File: config.mk
export PLATFORM = sky130hd
export DESIGN_NAME = rst_cause_status
export DESIGN_NICKNAME = d
export VERILOG_FILES = /design/src/rtl/rst_cause_status.sv
export SDC_FILE = /design/constraint.sdc
export NUM_CORES = 1
export LEC_CHECK = 0
export BUFFER_PORTS_ARGS = -buffer_cell sky130_fd_sc_hd__buf_4
export CAP_MARGIN = 20
export CORE_AREA = 2 2 39 41
export CTS_BUF_LIST = sky130_fd_sc_hd__clkbuf_16
export DETAILED_ROUTE_END_ITERATION = 8
export DIE_AREA = 0 0 41 43
export PLACE_DENSITY = 0.48
export SETUP_SLACK_MARGIN = 0.05
export SLEW_MARGIN = 20
export SYNTH_ARGS = -nofsm -noshare
export SYNTH_HDL_FRONTEND = slang
export SYNTH_SLANG_ARGS = --single-unit
File: constraint.sdc
create_clock -name clk -period 0.9 [get_ports clk]
set_input_delay 0.225 -clock clk [delete_from_list [all_inputs] [get_ports clk]]
set_output_delay 0.225 -clock clk [all_outputs]
set_load 0.05 [all_outputs]
File: src/rtl/rst_cause_status.sv
module rst_cause_status (
  input  logic       clk,
  input  logic       por_n,
  input  logic       ext_rst_n,
  input  logic       sys_rst_n,
  input  logic [2:0] env_pins,
  input  logic       pmem_busy,
  input  logic       dmem_erasing,
  input  logic       dmem_pipe_prog,
  input  logic       wdt_rst_evt,
  input  logic       isp_rst_evt,
  input  logic       isp_clr_evt,
  input  logic       rd_en,
  input  logic       wr_en,
  input  logic [7:0] wr_data,
  output logic [7:0] rd_data
);
  localparam int WD_BIT = 6;
  localparam logic [7:0] WD_MASK = 8'(1) << WD_BIT;

  logic       hard_rst_n;
  logic       wd_q, isp_q;
  logic [2:0] env_q;
  logic       wd_clr;
  logic       dflash_busy, flash_busy;

  assign hard_rst_n  = por_n & ext_rst_n;
  assign wd_clr      = wr_en && ((wr_data & WD_MASK) != 8'h00);
  assign dflash_busy = dmem_erasing | dmem_pipe_prog;
  assign flash_busy  = pmem_busy | dflash_busy;

  always_ff @(posedge clk or negedge hard_rst_n) begin
    if (!hard_rst_n) begin
      wd_q  <= 1'b0;
      isp_q <= 1'b0;
    end else begin
      if (wdt_rst_evt)      wd_q <= 1'b1;
      else if (wd_clr)      wd_q <= 1'b0;
      if (isp_rst_evt)      isp_q <= 1'b1;
      else if (isp_clr_evt) isp_q <= 1'b0;
    end
  end

  always_ff @(posedge clk) begin
    if (!sys_rst_n) env_q <= env_pins;
  end

  assign rd_data = rd_en ? {isp_q, wd_q, 1'b0, dflash_busy, flash_busy, env_q} : 8'h00;
endmodule

# After elaboration in Yosys (flattened, before gate mapping)

Cells that the tools add are included.

Bits in registers: 5
Bits of input ports: 23
Output and inout port bits: 8
Word-level logic and storage cells: 14

Muxes and demuxes: 5
Bitwise operators: 3
Reductions and logical operators: 3

Operators by type and width:

| kind               | count |
|---|---|
| 2-to-1 mux 8 bit   | 1 |
| 2-to-1 mux 1 bit   | 4 |
| nonzero test 2 bit | 2 |
| bitwise OR 1 bit   | 2 |
| bitwise AND 1 bit  | 1 |
| logical AND 1 bit  | 1 |

# Longest topological paths before layout

Gate-level depths: netlist of run 1.

Depth in word-level cells: 3
Depth in mapped cells: 2
Depth with buffers taken out: 2

# Worst setup path after synthesis of run 1

OpenSTA, ideal clock, no wires.

Kind: reg-to-output
From: register wd_q
To: output port rd_data[6]
Arrival time: 0.738 ns
Data required time: 0.675 ns
Setup slack: -0.063 ns
Cell stages (with the launch flop): 2
Buffers on the path: 0
Path through: dfrtp_1 > and2_1

Longest elaborated chain between the ends: 1

RTL lines:

| item                   | RTL line | RTL |
|---|---|---|
| from (decl)            | 22       | `logic wd_q, isp_q;` |
| from (signal assigned) | 34       | `wd_q <= 1'b0;` |
| from (signal assigned) | 37       | `if (wdt_rst_evt) wd_q <= 1'b1;` |
| from (signal assigned) | 38       | `else if (wd_clr) wd_q <= 1'b0;` |
| 2-to-1 mux 8 bit       | 48       | `assign rd_data = rd_en ? {isp_q, wd_q, 1'b0, dflash_busy, flash_busy, env_q} : 8'h00;` |
| to (decl)              | 16       | `output logic [7:0] rd_data` |

Every way passes these cells.

# Worst setup path in the final report of run 1

Same ends and word-level chain as after synthesis.

==> metrics.txt, run 1 <==
DRT iter0 DRCs=3; Mapped Cells=20; Die Span X=41 µm; clock group share of total power=0.565; Setup CP Type=flop to output pin; wire length per cell=9.12 µm; Fill cells=131; Critical Path AT=0.89 ns; reg-to-reg critical path startpoint=isp_q$_DFFE_PN0P_; first-pass GRT wire length=897 µm; library cells used by synthesis=10; Final nets=73; Reg2Reg Capture Point=isp_q$_DFFE_PN0P_; Async S/R FF share, synth=0.400; Worst Setup Start Kind=flop; Final Setup Violations=6; internal reg-to-reg setup slack=0.13 ns; DRT Pass-1 Iters=2; number of core rows=14; r2r worst-path depth=2; post-synth top area share=0.389; Initial Util=0.167; vias per cell=3.74; Clock Sinks=5; area delta synth->final=168%; Int Power=0.000988 W; sequential share of the synthesized area=0.605; max_cap viols=0; Reg clk slew, reported paths=0.03 ns; largest net degree at the start of global routing=8; initial antenna violation count=0; IO buf count=22; flops & latches, synth=5; Gate power share=0.221; Final Hold Fails=0; Most used DFF post-synth=edfxtp_1; die footprint=1760 µm²; fin crit period=1.11 ns; Worst Skew=0 ns; Core Util, Final=0.448; TNS Setup=-1.13 ns; Tot Pwr=0.00126 W; top post-synthesis cells by count=6 x and2_1, 3 x edfxtp_1, 2 x a21o_1, 2 x dfrtp_1, 2 x inv_1; violated checks=negative setup slack; Hold/Removal Path Class=input port to flop; area leader, netlist=edfxtp_1; achievable frequency=900 MHz; Power Density=2040 nW/µm²; CTS H-tree lvls=1; TritonCTS clock tree=yes; Total Routing Usage GR=0.0817; mean post-synth cell area=11.6 µm²; HP Start=env_pins[1]; clk_lat worst skew=0.23 ns; Worst Path Required=0.67 ns; EDFF count, synth=3; share of the clock period used by the worst path=1.24; CP endpoint kind=output pin; Netlist Area Pre-Place=231 µm²; gpl congestion=0.594; worst-path fanout max=2; final wirelength=593 µm; Die Height=43 µm; count of pins over their slew limit=0; Residual DRC=0; status=finished with violations; diodes inserted=0; Clock Tree Buf Depth=2; Leak=0.305 nW; top-count cell post-synth=and2_1; worst hold endpoint=env_q[1]$_DFFE_PN_; worst setup margin=-0.212 ns; Seq pwr share=0.214; non-filler cells, final=65; io pins=31; total grt overflow=0; VDD IR max=1.38 mV; worst hold path stage count=1; core area=1380 µm²; Post-Syn Nets=43; Net Switching=0.000277 W; final antenna-violating net count=0; Cells after DPL=59; RSZ-0062 raised after global routing=true; share of layout cells above drive strength 1=0.694; top cells by area, synth=edfxtp_1 39%, dfrtp_1 22%, and2_1 16%; CTS Buf Count=3; Sw Ratio=0.219; vias in the first global route=245; YS warnings=0; CTS root buf=clkbuf_16; total number of vias=243
-- state kept, by name (all words and copies together), names as in the netlist --
register / cells
env_q: 3
isp_q: 1
wd_q: 1
-- logic make-up after synthesis --
logic type             synth area share
DFF                               0.605
buffers and inverters            0.0649
AOI/OAI and AO/OA                 0.135
other                            0.0162
and+or+nand+nor                   0.178
-- power by group through the flow --
stage               logic [W]  registers, W  clock network [W]
floorplan            0.000126      0.000270                  0
global placement     0.000220      0.000272                  0
detailed placement   0.000220      0.000272                  0
CTS                  0.000279      0.000270           0.000725
global route         0.000297      0.000272           0.000747
finish               0.000280      0.000270           0.000714
-- timing repair --
action	CTS	global route
endpoints found under the setup margin	7	8
gates resized for setup	20	4
pin swaps	7	3
hold buffers	2	0
setup buffers	1	0
endpoints found under the hold margin	2	0
-- through the flow --
| stage | hold WS (ns) | cell area [µm²] | setup slack (ns) |
|---|---|---|---|
| 2_1_floorplan | 0.0313 | 249 | 0.0417 |
| 3_3_place_gp | 0.129 | 442 | -0.171 |
| 3_5_place_dp | 0.129 | 442 | -0.174 |
| 4_1_cts | 0.172 | 613 | -0.211 |
| 5_1_grt | 0.169 | 619 | -0.242 |
| 6_report | 0.174 | 619 | -0.212 |
-- critical path, cell delays in order, from the launching register on --
cell	delay, ns
dfrtp_1	0.37
and2_4	0.14
buf_8	0.14
-- layer usage --
metal	wire [µm]	vias up	track usage
li1	-	120	-
met2	247	25	0.100
met4	19	0	0.100
met5	0	-	0
met1	219	96	0.0912
met3	107	2	0.0314
-- cell usage in the layout, fill, tap and decap left out --
cell,n
conb_1,1
buf_4,13
dlygate4sd3_1,2
buf_6,4
clkbuf_16,3
and2_4,5
a21o_1,2
o31a_4,1
and2_1,1
nand2_1,1
buf_8,7
o21a_4,1
edfxtp_1,3
dfrtp_1,2
inv_1,3
-- area by class of cell --
cell class | count | area, µm² | area share
Clock inverter | 1 | 3.75 | 0.00606
Multi-Input combinational cell | 12 | 105 | 0.170
Inverter | 2 | 7.51 | 0.0121
Tap cell | 16 | 20.0 | 0.0323
Sequential cell | 5 | 140 | 0.226
Timing Repair Buffer | 26 | 268 | 0.432
Clock buffer | 3 | 75.1 | 0.121
-- worst max path at each step --
| stage | startpoint | end | slack (ns) | depth (start not counted) |
|---|---|---|---|---|
| global route | isp_q$_DFFE_PN0P_ | rd_data[7] | -0.24 | 2 |
| floorplan | pmem_busy | rd_data[3] | 0.04 | 1 |
| detailed placement | pmem_busy | rd_data[3] | -0.17 | 3 |
| CTS | isp_q$_DFFE_PN0P_ | rd_data[7] | -0.21 | 2 |
| finish | wd_q$_DFFE_PN0P_ | rd_data[6] | -0.21 | 2 |
| global placement | pmem_busy | rd_data[3] | -0.17 | 3 |
(Power assumes the default switching activity.)
==> inputs of run 2 (changes only) <==
CTS_BUF_LIST = sky130_fd_sc_hd__clkbuf_2   (was sky130_fd_sc_hd__clkbuf_16)
==> metrics.txt, run 2 (same netlist as run 1, synthesis figures left out) <==
Hold/Removal Path Class=input port to flop; status=finished with violations; Final Setup Violations=6 (unchanged); Worst Setup Start Kind=flop; CP peak stage delay=0.38 ns (about the same); max_cap viols=0 (unchanged); Power Density=1340 nW/µm² (-34%); vias per cell=3.74 (unchanged); Leak=0.280 nW (-8.4%); Place WS=-0.174 ns (unchanged); TritonCTS clock tree=yes; core area=1380 µm² (unchanged); Slowest cell on crit path=dfrtp_1; DRT iter0 DRCs=0 (-3); final antenna-violating net count=0 (unchanged); most common library cell in the layout ignoring fill and taps=buf_4; achievable frequency=904 MHz (+0.48%); vias in the first global route=252 (+2.9%); crit-path cells=and2_4, buf_8; most flop-heavy register=env_q; diodes inserted=0 (unchanged); worst setup margin=-0.206 ns (+0.00528 ns); Residual DRC=0 (unchanged); total number of vias=243 (unchanged); area delta synth->final=142%; io pins=31 (unchanged); largest net degree at the start of global routing=8 (unchanged); clk_lat worst skew=0.21 ns (-0.02 ns); DRT Pass-1 Iters=1 (-1); first-pass GRT wire length=903 µm (+0.67%); violated checks=negative setup slack; wire length per cell=9.15 µm (+0.34%); Initial Util=0.167 (unchanged); most frequent cells in the layout=13 x buf_4, 7 x buf_8, 5 x and2_4, 4 x clkbuf_2, 4 x buf_6; CTS root buf=clkbuf_2; Final Hold Fails=0 (unchanged); IO buf count=22 (unchanged); Critical Path AT=0.88 ns (about the same); Largest regs=env_q (3), isp_q (1), wd_q (1); worst-path fanout max=2 (unchanged); CP endpoint kind=output pin; HP Start=isp_rst_evt; Worst Setup SP=wd_q$_DFFE_PN0P_; Die Span X=41 µm (unchanged); Reg clk slew, reported paths=0.05 ns (+0.02 ns); final wirelength=595 µm (+0.34%); hold slack final=0.186 ns (+0.0117 ns); Clock Sinks=5 (unchanged); count of pins over their slew limit=0 (unchanged); fin crit period=1.11 ns (-0.00528 ns); Final nets=73 (unchanged); total grt overflow=0 (unchanged); share of the clock period used by the worst path=1.23 (-0.00586); Worst Skew=0 ns (unchanged); Total Routing Usage GR=0.0857 (+0.00403); initial antenna violation count=0 (unchanged); number of core rows=14 (unchanged); reg-to-reg critical path startpoint=isp_q$_DFFE_PN0P_; Worst Path Required=0.67 ns (about the same); RSZ-0062 raised after global routing=true; VDD IR max=0.545 mV (-61%); crit path buf inv count=1 (unchanged); share of layout cells above drive strength 1=0.714 (+0.0204); max reg flops=3 (unchanged); Clock Tree Buf Depth=2 (unchanged); gpl congestion=0.594 (unchanged); CTS H-tree lvls=1 (unchanged); Die Height=43 µm (unchanged); delay-heaviest family, CP=flip-flops; die footprint=1760 µm² (unchanged); CTS Buf Count=3 (unchanged); Setup CP Type=flop to output pin
-- run 2: timing repair --
| action | in CTS | in global routing |
|---|---|---|
| setup buffers | 1 | 0 |
| hold endpoints to repair | 2 | 0 |
| endpoints found under the setup margin | 7 | 8 |
| pin swaps | 7 | 3 |
| gates resized for setup | 20 | 4 |
| hold buffers | 2 | 0 |
| cloned | 0 | 0 |
-- run 2: routing by layer --
layer,vias to the layer above,track usage,part of all wire
met2,23,0.113,0.48
met5,-,0,0
met1,97,0.0814,0.33
met3,2,0.0314,0.17
li1,121,-,-
met4,0,0.120,0.013
-- run 2: worst paths after layout --
kind	endpoint	slack [ns]	cells after the start
min in group asynchronous	wd_q$_DFFE_PN0P_	0.44	3
worst min-delay path	isp_q$_DFFE_PN0P_	0.19	2
max in group asynchronous	isp_q$_DFFE_PN0P_	0.33	3
worst min register to register	wd_q$_DFFE_PN0P_	0.57	2
worst max-delay path	rd_data[6]	-0.21	2
worst max register to register	isp_q$_DFFE_PN0P_	0.13	2
-- run 2: stage by stage --
stage	setup TNS, ns	util	std cells	area [µm²]	total power (W)
3_3_place_gp	-0.390	0.319	59	442	0.000491
4_1_cts	-1.21	0.401	66	554	0.000768
3_5_place_dp	-0.414	0.319	59	442	0.000492
6_report	-1.09	0.405	65	561	0.000753
5_1_grt	-1.34	0.405	65	561	0.000801
2_1_floorplan	0	-	20	249	0.000396
-- run 2: area by class of cell --
type                       count  area, µm²
multi-input combinational     12        105
tap                           16       20.0
timing repair buffer          26        268
sequential                     5        140
fill                         139        823
clock buffer                   4       20.0
inverter                       2       7.51
-- run 2: power by group --
part           internal, W  leakage (nW)  total, W  switching (W)
Sequential        0.000262        0.0521  0.000269     0.00000641
Clock             0.000117        0.0166  0.000204      0.0000860
Combinational     0.000150         0.211  0.000280       0.000131
